==> src/rtl/noise_pkg.sv <==
package noise_pkg;

  localparam int PERIOD_W = 12;
  localparam int IDX_W    = 4;

  // Rate table: step spacing in input clocks for each index.
  function automatic logic [PERIOD_W-1:0] noise_period(input logic [IDX_W-1:0] idx);
    logic [PERIOD_W-1:0] p;
    case (idx)
      4'h0: p = 12'd4;
      4'h1: p = 12'd8;
      4'h2: p = 12'd16;
      4'h3: p = 12'd32;
      4'h4: p = 12'd64;
      4'h5: p = 12'd96;
      4'h6: p = 12'd128;
      4'h7: p = 12'd160;
      4'h8: p = 12'd202;
      4'h9: p = 12'd254;
      4'hA: p = 12'd380;
      4'hB: p = 12'd508;
      4'hC: p = 12'd762;
      4'hD: p = 12'd1016;
      4'hE: p = 12'd2034;
      default: p = 12'd4068;
    endcase
    return p;
  endfunction

  // Value loaded into the down counter so that spacing equals the table entry.
  function automatic logic [PERIOD_W-1:0] noise_reload(input logic [IDX_W-1:0] idx);
    return noise_period(idx) - 1'b1;
  endfunction

endpackage

==> src/rtl/noise_rate_timer.sv <==
module noise_rate_timer #(
  parameter int CNT_W = 12
) (
  input  logic             clk,
  input  logic             rst_n,
  input  logic [CNT_W-1:0] reload,
  output logic             step,
  output logic [CNT_W-1:0] cnt
);

  assign step = (cnt == '0);

  always_ff @(posedge clk) begin
    if (!rst_n)    cnt <= '0;
    else if (step) cnt <= reload;
    else           cnt <= cnt - 1'b1;
  end

endmodule

==> src/rtl/noise_shift_reg.sv <==
module noise_shift_reg #(
  parameter int W         = 15,
  parameter int TAP_LONG  = 1,
  parameter int TAP_SHORT = 6
) (
  input  logic         clk,
  input  logic         rst_n,
  input  logic         step,
  input  logic         mode,
  output logic [W-1:0] state
);

  localparam logic [W-1:0] SEED = {{(W-1){1'b0}}, 1'b1};

  logic fb;
  assign fb = state[0] ^ (mode ? state[TAP_SHORT] : state[TAP_LONG]);

  always_ff @(posedge clk) begin
    if (!rst_n)    state <= SEED;
    else if (step) state <= {fb, state[W-1:1]};
  end

endmodule

==> src/rtl/noise_gate.sv <==
module noise_gate #(
  parameter int VOL_W = 4
) (
  input  logic             noise_bit,
  input  logic             len_zero,
  input  logic [VOL_W-1:0] vol_in,
  output logic [VOL_W-1:0] vol_out
);

  assign vol_out = (noise_bit || len_zero) ? '0 : vol_in;

endmodule

==> src/rtl/noise_lfsr_gen.sv <==
module noise_lfsr_gen
  import noise_pkg::*;
#(
  parameter int VOL_W     = 4,
  parameter int LFSR_W    = 15,
  parameter int CFG_W     = 8,
  parameter int MODE_BIT  = 7,
  parameter int TAP_LONG  = 1,
  parameter int TAP_SHORT = 6
) (
  input  logic             clk,
  input  logic             rst_n,
  input  logic             cfg_we,
  input  logic [CFG_W-1:0] cfg_data,
  input  logic [VOL_W-1:0] vol_in,
  input  logic             len_zero,
  output logic [VOL_W-1:0] vol_out
);

  localparam int CNT_W = PERIOD_W;

  logic             mode_q;
  logic [IDX_W-1:0] idx_q;
  logic [CNT_W-1:0] reload_w;
  logic [CNT_W-1:0] cnt_w;
  logic             step_w;
  logic [LFSR_W-1:0] lfsr_w;
  logic             cfg_unused;

  assign cfg_unused = ^cfg_data[MODE_BIT-1:IDX_W];

  always_ff @(posedge clk) begin
    if (!rst_n) begin
      mode_q <= 1'b0;
      idx_q  <= '0;
    end else if (cfg_we) begin
      mode_q <= cfg_data[MODE_BIT];
      idx_q  <= cfg_data[IDX_W-1:0];
    end
  end

  assign reload_w = noise_reload(idx_q);

  noise_rate_timer #(.CNT_W(CNT_W)) u_timer (
    .clk    (clk),
    .rst_n  (rst_n),
    .reload (reload_w),
    .step   (step_w),
    .cnt    (cnt_w)
  );

  noise_shift_reg #(.W(LFSR_W), .TAP_LONG(TAP_LONG), .TAP_SHORT(TAP_SHORT)) u_sreg (
    .clk   (clk),
    .rst_n (rst_n),
    .step  (step_w),
    .mode  (mode_q),
    .state (lfsr_w)
  );

  noise_gate #(.VOL_W(VOL_W)) u_gate (
    .noise_bit (lfsr_w[0]),
    .len_zero  (len_zero),
    .vol_in    (vol_in),
    .vol_out   (vol_out)
  );

endmodule

==> config.mk <==
export PLATFORM = sky130hd
export DESIGN_NAME = noise_lfsr_gen
export DESIGN_NICKNAME = d
export VERILOG_FILES = /design/src/rtl/noise_pkg.sv /design/src/rtl/noise_rate_timer.sv /design/src/rtl/noise_shift_reg.sv /design/src/rtl/noise_gate.sv /design/src/rtl/noise_lfsr_gen.sv
export SDC_FILE = /design/constraint.sdc
export NUM_CORES = 1
export LEC_CHECK = 0
export ABC_AREA = 0
export CORE_AREA = 2 2 60 62
export CTS_CLUSTER_DIAMETER = 40
export DETAILED_ROUTE_END_ITERATION = 12
export DIE_AREA = 0 0 62 64
export DONT_BUFFER_PORTS = 1
export PLACE_DENSITY_LB_ADDON = 0.08
export SETUP_SLACK_MARGIN = 0.4
export SYNTH_ARGS = -nofsm -noshare
export SYNTH_HDL_FRONTEND = slang
export SYNTH_SLANG_ARGS = --single-unit
==> constraint.sdc <==
create_clock -name clk -period 2.5 [get_ports clk]
set_clock_uncertainty 0.2 [all_clocks]
set_input_delay 0.5 -clock clk [delete_from_list [all_inputs] [get_ports clk]]
set_output_delay 0.5 -clock clk [all_outputs]
set_load 0.03 [all_outputs]
Yosys cells after proc, flatten, opt, wreduce, memory -nomap -nowiden
Memories as Yosys holds them, arrays and structs flattened. A register that Yosys moved wholly into a read port is not among the register bits.
Index checks and enable logic that the tools add are counted.
W data, S select, Z words.
{ "classes": {"add_sub_neg": 2, "mux": 5, "bitwise_logic": 1, "reduce_logical": 2} }
{ "ops": {"columns": ["cell", "n"], "rows": [
  ["$sub A12 B1 Y12 const B", 2],
  ["$logic_not A12 Y1", 1],
  ["$mux W12", 1],
  ["$mux W4", 3],
  ["$logic_or A1 B1 Y1", 1],
  ["$mux W1", 1],
  ["$xor A1 B1 Y1", 1]
]} }
{ "word_totals": {"register_bits": 32, "mem_bits_ro": 176, "input_bits": 16, "output_inout_bits": 4, "elab_cells": 15, "memories": 1} }
{ "memory_table": {"columns": ["memory", "words", "width", "rd", "rd_ports_with_merged_regs", "write_ports", "line", "text"], "rows": [
  ["(name not given)", 16, 11, 1, 1, 0, "noise_pkg.sv:9", "case (idx)"]
]} }

Longest topological paths before layout
Gate-level depths: netlist of run 1.
{ "depth": {"ltp_word": 2, "ltp_mapped": 7, "mapped_depth_nobuf": 6} }

Cells and area by module
A second synthesis of run 1 with hierarchy kept.
{ "hier_totals": {"cells_unflattened": 209, "area_unflattened_um2": 2060.7} }
{ "by_module_without_submodules": {"columns": ["module", "instances", "cells_per_inst", "area_per_inst_um2", "seq_area_each_um2"], "rows": [
  ["noise_lfsr_gen", 1, 80, 777.0, 320.3],
  ["noise_rate_timer", 1, 74, 648.1, 240.2],
  ["noise_shift_reg", 1, 51, 605.6, 300.3],
  ["noise_gate", 1, 4, 30.0, 0.0]
]} }

Worst setup path before layout of run 1
Ideal clock, no wire load.
{ "synth_path": {"kind": "in2reg", "startpoint": "input cfg_we", "endpoint": "register with a tool-made name", "setup_time_ns": 0.127, "t_arrival_ns": 1.653, "required_ns": 2.173, "setup_slack_ns": 0.520, "stages": 6, "path_buffers": 2, "cell_sequence": "buf_2 -> mux2_2 -> nand2_1 -> buf_2 -> nand2_1 -> maj3_1"} }
{ "synth_lines": {"columns": ["item", "line", "text"], "rows": [
  ["start, declared", "noise_lfsr_gen.sv:13", "input logic cfg_we,"]
]} }

==> results of run 1 <==
-- final timing paths --
kind,start,endpoint,slack (ns),cells past startpoint
worst max-delay path,flip-flop,u_timer.cnt[9],0.49,6
worst min-delay path,rst_n,u_timer.cnt[8],0.05,2
worst max register to register,flip-flop,u_timer.cnt[9],0.49,6
worst min register to register,u_sreg.state[14],u_sreg.state[13],0.26,2
-- through the flow --
stage	hold slack (ns)	utilization [%]	power [mW]	area, um2	setup WS (ns)
after global placement	0.2364	60.34	1.635	1982	0.4007
after global routing	0.03860	63.89	2.189	2098	0.3972
final	0.05484	63.89	2.053	2098	0.4881
after CTS	0.003986	62.13	1.999	2041	0.4091
after floorplan	0.2321	-	1.524	1956	0.5200
after detailed placement	0.2423	60.34	1.665	1982	0.3632
-- per-layer routing --
metal  vias to the layer above  part of all wire [%]  track usage [%]
met5                         -                     0                0
met2                        24                    50            33.46
li1                        775                     -                -
met3                         6                   3.6            6.478
met1                       732                    45            27.08
met4                         0                   1.4            6.649
-- cell families (layout without fill, tap and decap cells) --
group | Yosys count | after routing | share of synthesized area [%]
simple gates | 93 | 93 | 25.34
mux | 7 | 7 | 3.775
flops | 43 | 43 | 44.02
xor+xnor | 12 | 12 | 5.374
buf+inv | 22 | 22 | 4.479
compound gates | 43 | 43 | 14.07
fa+ha+maj | 5 | 5 | 2.943
-- Yosys cell counts (2+ instances only) --
cell       n
a211oi_1   6
a21oi_1   18
a221oi_1   2
a31oi_1    2
and2_1     5
buf_2      4
clkbuf_1   7
dfxtp_1   43
ha_1       3
inv_1     11
maj3_1     2
mux2_2     3
mux2i_1    4
nand2_1   41
nand2b_1   2
nand3_1    2
nor2_1    15
nor3_1    11
nor4_2     2
o21a_1     2
o21ai_0    3
o22ai_1    4
o31ai_1    2
or4_4      2
xnor2_1    6
xor2_1     6
-- cell type report --
| type | instances | area, um2 |
|---|---|---|
| fill | 292 | 1186 |
| timing repair buffer | 3 | 25.02 |
| clock inverter | 2 | 12.51 |
| sequential | 43 | 862.1 |
| multi-input combinational | 160 | 1059 |
| tap | 46 | 57.56 |
| clock buffer | 6 | 41.29 |
| inverter | 11 | 41.29 |
-- power by group through the flow --
stage	Combinational, mW	Clock (mW)	Sequential, mW
after floorplan	0.624	0	0.900
after global placement	0.719	0	0.915
after detailed placement	0.740	0	0.924
after CTS	0.751	0.337	0.910
after global routing	0.888	0.367	0.934
final	0.801	0.330	0.922
-- worst max-delay path, cell delays in order, from the launching register on --
cell,delay (ns)
dfxtp_1,0.33
inv_1,0.11
ha_4,0.16
or4b_4,0.51
or3_1,0.38
a31oi_1,0.14
o211a_1,0.14
-- what timing repair did --
action,CTS,global route
hold buffers,0,1
endpoints found under the hold margin,0,1
setup endpoints to repair,19,21
gates cloned,0,0
buffers inserted,0,0
pin swaps,0,2
resized for setup,1,9
==> results.txt, run 1 <==
largest net degree at the start of global routing - 25
Net Count, Synth - 244
Core Rows - 21
Worst setup SP type - flip-flop
fraction of registers with async set/reset - 0%
drt drc - 0
fmax - 0.4970 GHz
drt first-iter violations - 54
Final Non-Filler Cells - 271
Area contributors post-synth - dfxtp_1 44%, nand2_1 7.9%, a21oi_1 4.6%
Yosys Warn Count - 0
commonest non-fill, non-tap cell in the layout - dfxtp_1
Die Width - 62 um
Placed Cells incl. Taps - 262
Core Region - 3284 um2
CTS tree - done
commonest non-fill, non-tap cells in the layout - 42 x dfxtp_1, 41 x nand2_1, 18 x a21oi_1, 15 x nor2_1, 11 x inv_1
worst-margin pin slew - 0.7366 ns
library cells used by synthesis - 43
Lkg Pwr - 0.7898 nW
Mean Syn Cell Area - 8.692 um2
DPL Wire Length - 2.735 mm
setup_tns - 0 ns
RSZ-0062 raised after global routing - true
P per Cell Area - 978.4 nW/um2
clk buf depth - 2
Power Internal - 1.263 mW
area growth from synthesis to layout - 7.294%
area leader, netlist - dfxtp_1
port bufs - 0
final wirelength - 3.736 mm
number of synthesized flops with an enable pin - 0
Skew-Pair Late Insertion Delay - 0.36 ns
switching power total - 0.7902 mW
Critical Path RT - 2.61 ns
Final GP Congestion - 0.7899
Comb pwr share - 39.0%
CP Class - flip-flop to flip-flop
most used flip-flop cell after synthesis - dfxtp_1
initial core utilization - 59.54%
Tmin final - 2.012 ns
Tot GR Track Use - 21.18%
vias in the first global route - 1396
Syn Inst Count - 225
H-tree depth - 2
Worst EP arrival - 2.12 ns
clk slew on worst S/H paths - 0.13 ns
post-DR vias/cell - 5.672
count of TritonRoute iterations in the first routing pass - 4
drt wl/cell - 13.79 um
root buf cell - clkbuf_4
# diodes - 0
DR vias - 1537
GR Overflow Total - 0
fin crit share - 80.48%
initial antenna violation count - 0
Nets - 243
Reg power frac - 44.9%
post-synth top area share - 44.02%
mapped cell area - 1956 um2
switch share - 38.49%
first-pass GRT wire length - 6.272 mm
Hold Path Class - input pin to flip-flop
# setup viols final - 0
CP Capture Type - flip-flop
Die Area - 3968 um2
status - complete, no violations
post-synthesis sequential area ratio - 44.02%
max_cap viols - 0
Final Max Slew Viols - 0
Hold Vio Cnt, Final - 0
worst-path fanout max - 6
die height - 64 um
CTS Buf Count - 5
ratio of cells with drive above 1 in the final layout - 13.33%
clk sinks - 43
FF+latch count, synth - 43
Clk network pwr share - 16.1%
relative slew slack - 50.84%
Post-DRT Antenna Nets - 0
Ports - 20
Peak supply drop - 0.0004010 V
Power figures use the tool's default switching activity.
==> run 2: changes to the inputs <==
Settings changed: CORE_AREA 2 2 60 62 to 2 2 63 65, DIE_AREA 0 0 62 64 to 0 0 65 67.
Clock period 2.5 ns to 1.7 ns, I/O delays scaled along.
==> run 2 against run 1 <==
Via count grew 39%. Clock power is 140% higher. The flow now finishes with violations (hold timing, setup timing). Final cell count rose by 24%. Critical endpoint is now u_timer.cnt[10]. Cell area rose by 56%. Largest cell class unchanged. Critical path type unchanged. Power grew to 2.6 times the previous value.
==> results.txt, run 2 (same netlist as run 1, synthesis figures left out) <==
initial core utilization - 54.23%
Tmin final - 2.067 ns
worst hold start - rst_n
Largest delay share family, worst path - simple AND/OR/NAND/NOR gates
post-DR vias/cell - 6.364
Core Region - 3606 um2
CP Depth - 5
worst path bufs/invs - 1
max_cap viols - 0
Post-DRT Antenna Nets - 0
# diodes - 0
hold slack - -0.09712 ns
Hold Vio Cnt, Final - 4
root buf cell - clkbuf_8
drt wl/cell - 24.25 um
Final Max Slew Viols - 0
status - finished, violations left
first-pass GRT wire length - 10.05 mm
CTS tree - done
worst-margin pin slew - 0.6155 ns
DPL Wire Length - 3.135 mm
vias in the first global route - 2082
fin util - 90.81%
PnR worst setup slack - -0.3675 ns
drt drc - 0
CP max stage delay - 0.54 ns
P per Cell Area - 1631 nW/um2
Worst EP arrival - 2.04 ns
CTS Hold Bufs - 2
clk sinks - 43
ratio of cells with drive above 1 in the final layout - 62.37%
# setup viols final - 27
commonest non-fill, non-tap cell in the layout - buf_4
Lkg Pwr - 1.349 nW
count of TritonRoute iterations in the first routing pass - 5
H-tree depth - 2
fmax - 0.4837 GHz
area growth from synthesis to layout - 67.43%
failing checks - hold timing, setup timing
GR Overflow Total - 0
drt first-iter violations - 195
Critical Path RT - 1.67 ns
die height - 67 um
final wirelength - 8.124 mm
Die Width - 65 um
CP Capture Type - flip-flop
Core Rows - 22
Final GP Congestion - 0.8257
Skew-Pair Late Insertion Delay - 0.31 ns
relative slew slack - 58.65%
Die Area - 4355 um2
Nets - 306
Slowest-stage cell, CP - nor3_1
CTS Buf Count - 5
port bufs - 0
hold path depth - 1
Tot GR Track Use - 31.20%
Worst setup SP type - flip-flop
largest net degree at the start of global routing - 19
commonest non-fill, non-tap cells in the layout - 42 x buf_4, 35 x dfxtp_1, 22 x nand2_4, 18 x nand2_1, 14 x a21oi_2
setup_tns - -6.706 ns
Ports - 20
R2R depth - 5
Final Non-Filler Cells - 335
CP Cell Sequence - buf_4 > nor3_1 > nand3_1 > xor2_1 > o22ai_1
initial antenna violation count - 0
fin crit share - 121.6%
clk slew on worst S/H paths - 0.09 ns
RSZ-0062 raised after global routing - true
Placed Cells incl. Taps - 293
Hold Path Class - input pin to flip-flop
clk buf depth - 2
DR vias - 2132
Peak supply drop - 0.0008973 V
worst-path fanout max - 5
CP Class - flip-flop to flip-flop
==> run 2: cell types whose count changed in the layout (fill, tap and decap cells not counted), sizes merged <==
cell	change
nand4	+1
dlygate4sd3	+1
clkinvlp	-1
buf	+61
clkinv	-1
bufinv	+1
==> run 2: worst paths after layout <==
check	end	slack, ns
worst max-delay path	u_timer.cnt[10]	-0.37
worst min-delay path	u_sreg.state[0]	-0.1
worst max register to register	u_timer.cnt[10]	-0.37
worst min register to register	u_sreg.state[10]	0.31
==> run 2: cell type report <==
| cell class | count | area [um2] |
|---|---|---|
| clock inverter | 1 | 30.03 |
| multi-input combinational | 161 | 1533 |
| sequential | 43 | 873.3 |
| fill | 114 | 331.6 |
| tap | 48 | 60.06 |
| timing repair buffer | 65 | 659.4 |
| clock buffer | 6 | 72.57 |
| inverter | 11 | 46.29 |
==> run 2: worst register-to-register path, stage by stage (launching register included) <==
cell and delay (ns):
dfxtp_1 0.33, buf_4 0.17, nor3_1 0.54, nand3_1 0.22
xor2_1 0.29, o22ai_1 0.18
==> run 2: timing repair <==
| item | 4_1_cts | 5_1_grt |
|---|---|---|
| endpoints found under the setup margin | 37 | 41 |
| pin swaps | 24 | 24 |
| buffers inserted | 26 | 3 |
| cloned | 4 | 0 |
| resized for setup | 77 | 45 |
| endpoints found under the hold margin | 6 | 4 |
==> run 2: per-stage QoR <==
stage	worst slack [ns]	total power [mW]	hold WS [ns]	instance area, um2
6_report	-0.3675	5.340	-0.09712	3274
2_1_floorplan	-0.1303	2.553	0.2319	2163
3_3_place_gp	-0.1691	2.954	0.2158	2351
5_1_grt	-0.3651	5.462	-0.1006	3274
4_1_cts	-0.2062	4.765	-0.1044	3059
3_5_place_dp	-0.2152	3.034	0.2168	2351
==> run 2: report_power, final <==
part	switching (mW)	internal (mW)	leakage [nW]	total (mW)
Clock	0.370	0.431	0.0513	0.801
Combinational	1.56	1.62	0.944	3.18
Sequential	0.178	1.18	0.354	1.36
Total	2.11	3.23	1.35	5.34
==> run 2: metal layers <==
layer  share of wire (%)  track usage [%]  vias to the layer above
li1                    -                -                      911
met1                  38            33.79                     1027
met2                  49            58.38                      146
met3                 7.1            5.405                       48
met4                 5.5            15.16                        0
met5                   0                0                        -
==> run 3: changes to the inputs <==
Settings changed: CORE_AREA 2 2 63 65 to 2 2 78 80, DIE_AREA 0 0 65 67 to 0 0 80 82, RECOVER_POWER set to 100.
==> run 3 against run 2 <==
Sequential power about the same. Global-route usage down 15 points. Critical path depth up 1. Flip-flop and latch count unchanged. Largest power group unchanged. Wire length down 37%. Highest routed layer unchanged. Utilization down 37 points. The run still ends with hold timing, setup timing left. Critical endpoint is now u_timer.cnt[9].
==> results.txt, run 3 (same netlist as run 1, synthesis figures left out) <==
clk buf depth - 2
Hold Path Class - input pin to flip-flop
drt drc - 0
Slowest-stage cell, CP - or4b_4
Ports - 20
first-pass GRT wire length - 8.431 mm
# setup viols final - 32
Nets - 299
final wirelength - 5.133 mm
Final Max Slew Viols - 0
fin crit share - 114.7%
root buf cell - clkbuf_8
status - finished, violations left
Critical Path RT - 1.74 ns
initial core utilization - 34.04%
port bufs - 0
worst hold start - rst_n
drt first-iter violations - 48
register area - 874.6 um2
CTS Hold Bufs - 2
Worst setup SP type - flip-flop
area growth from synthesis to layout - 58.93%
Final Non-Filler Cells - 356
worst-path fanout max - 6
largest net degree at the start of global routing - 18
vias in the first global route - 1835
fmax - 0.5129 GHz
fin util - 54.09%
CP max stage delay - 0.50 ns
DPL Wire Length - 3.175 mm
hold slack - -0.08558 ns
Tot GR Track Use - 16.43%
P per Cell Area - 1473 nW/um2
RSZ-0062 raised after global routing - true
count of TritonRoute iterations in the first routing pass - 4
Tmin final - 1.950 ns
DR vias - 1750
clk slew on worst S/H paths - 0.08 ns
total power - 4.579 mW
# diodes - 0
commonest non-fill, non-tap cells in the layout - 41 x buf_4, 34 x dfxtp_1, 24 x nand2_1, 17 x nand2_4, 16 x a21oi_2
drt wl/cell - 14.42 um
CP Class - flip-flop to flip-flop
CTS tree - done
WL met1 - 2.240 mm
CP Cell Sequence - inv_2 > ha_4 > or4b_4 > or3_4 > a31oi_4 > o211a_1
CP Capture Type - flip-flop
commonest non-fill, non-tap cell in the layout - buf_4
PnR worst setup slack - -0.2496 ns
failing checks - hold timing, setup timing
CTS Buf Count - 5
Post-DRT Antenna Nets - 0
Die Area - 6560 um2
Skew-Pair Late Insertion Delay - 0.29 ns
Lkg Pwr - 1.183 nW
setup_tns - -3.071 ns
worst-margin pin slew - 0.4398 ns
relative slew slack - 70.57%
met2 wire length - 2.726 mm
Die Width - 80 um
met3 wire length - 104 um
Core Rows - 28
Core Region - 5746 um2
Final GP Congestion - 0.8213
Peak supply drop - 0.0005704 V
fillers - 534
Placed Cells incl. Taps - 323
Hold Vio Cnt, Final - 3
Worst EP arrival - 1.99 ns
initial antenna violation count - 0
clk sinks - 43
ratio of cells with drive above 1 in the final layout - 57.30%
max_cap viols - 0
H-tree depth - 2
GR Overflow Total - 0
multi-input logic area - 1470 um2
post-DR vias/cell - 4.916
Top Layer Used - met4
die height - 82 um
run 3: cell count changes in the layout (fill, tap and decap cells not counted), sizes merged:
cell / before / now
clkbuf: 6 / 9
clkinvlp: 0 / 1
clkinv: 0 / 1
bufinv: 1 / 0
buf: 63 / 53
run 3: metal layers:
layer  vias to the layer above  global-route usage, %
met4                         0                  4.915
li1                        894                      -
met3                         5                  3.407
met2                        14                  29.58
met5                         -                      0
met1                       837                  19.69
run 3: layout make-up:
class | instances | share of cell area, %
sequential | 43 | 28.14
timing repair buffer | 58 | 17.07
multi-input combinational | 161 | 47.30
clock inverter | 2 | 0.4026
inverter | 11 | 1.731
clock buffer | 6 | 2.335
tap | 75 | 3.019
run 3: worst max-delay path: cells and delay by family, from the launching register on:
family                   cells  cell delay, ns
AO/OA/AOI/OAI                2            0.31
adder cells (fa/ha/maj)      1            0.13
buffers and inverters        1            0.06
flip-flops                   1            0.33
AND/OR/NAND/NOR              2            0.86
run 3: timing repair:
action	CTS	global route
endpoints found under the setup margin	38	40
gates resized for setup	74	40
gates cloned	2	1
endpoints found under the hold margin	6	5
pin swaps	21	7
buffers inserted	17	3
run 3: final timing paths:
path | endpoint | slack, ns | depth (start not counted)
setup / recovery | u_timer.cnt[9] | -0.25 | 6
hold / removal | u_sreg.state[0] | -0.09 | 1
setup reg to reg | u_timer.cnt[9] | -0.25 | 6
hold reg to reg | u_sreg.state[2] | 0.28 | 2
run 3: where the power goes:
part / internal (mW) / switching (mW) / leakage, nW
clock network: 0.287 / 0.348 / 0.0412
logic: 1.36 / 1.24 / 0.788
registers: 1.18 / 0.168 / 0.354
run 3: through the flow:
stage | instance area [um2] | worst slack (ns)
after floorplan | 2163 | -0.1303
after global placement | 2407 | -0.1722
after detailed placement | 2407 | -0.2066
after CTS | 2957 | -0.2062
after global routing | 3108 | -0.3066
final | 3108 | -0.2496
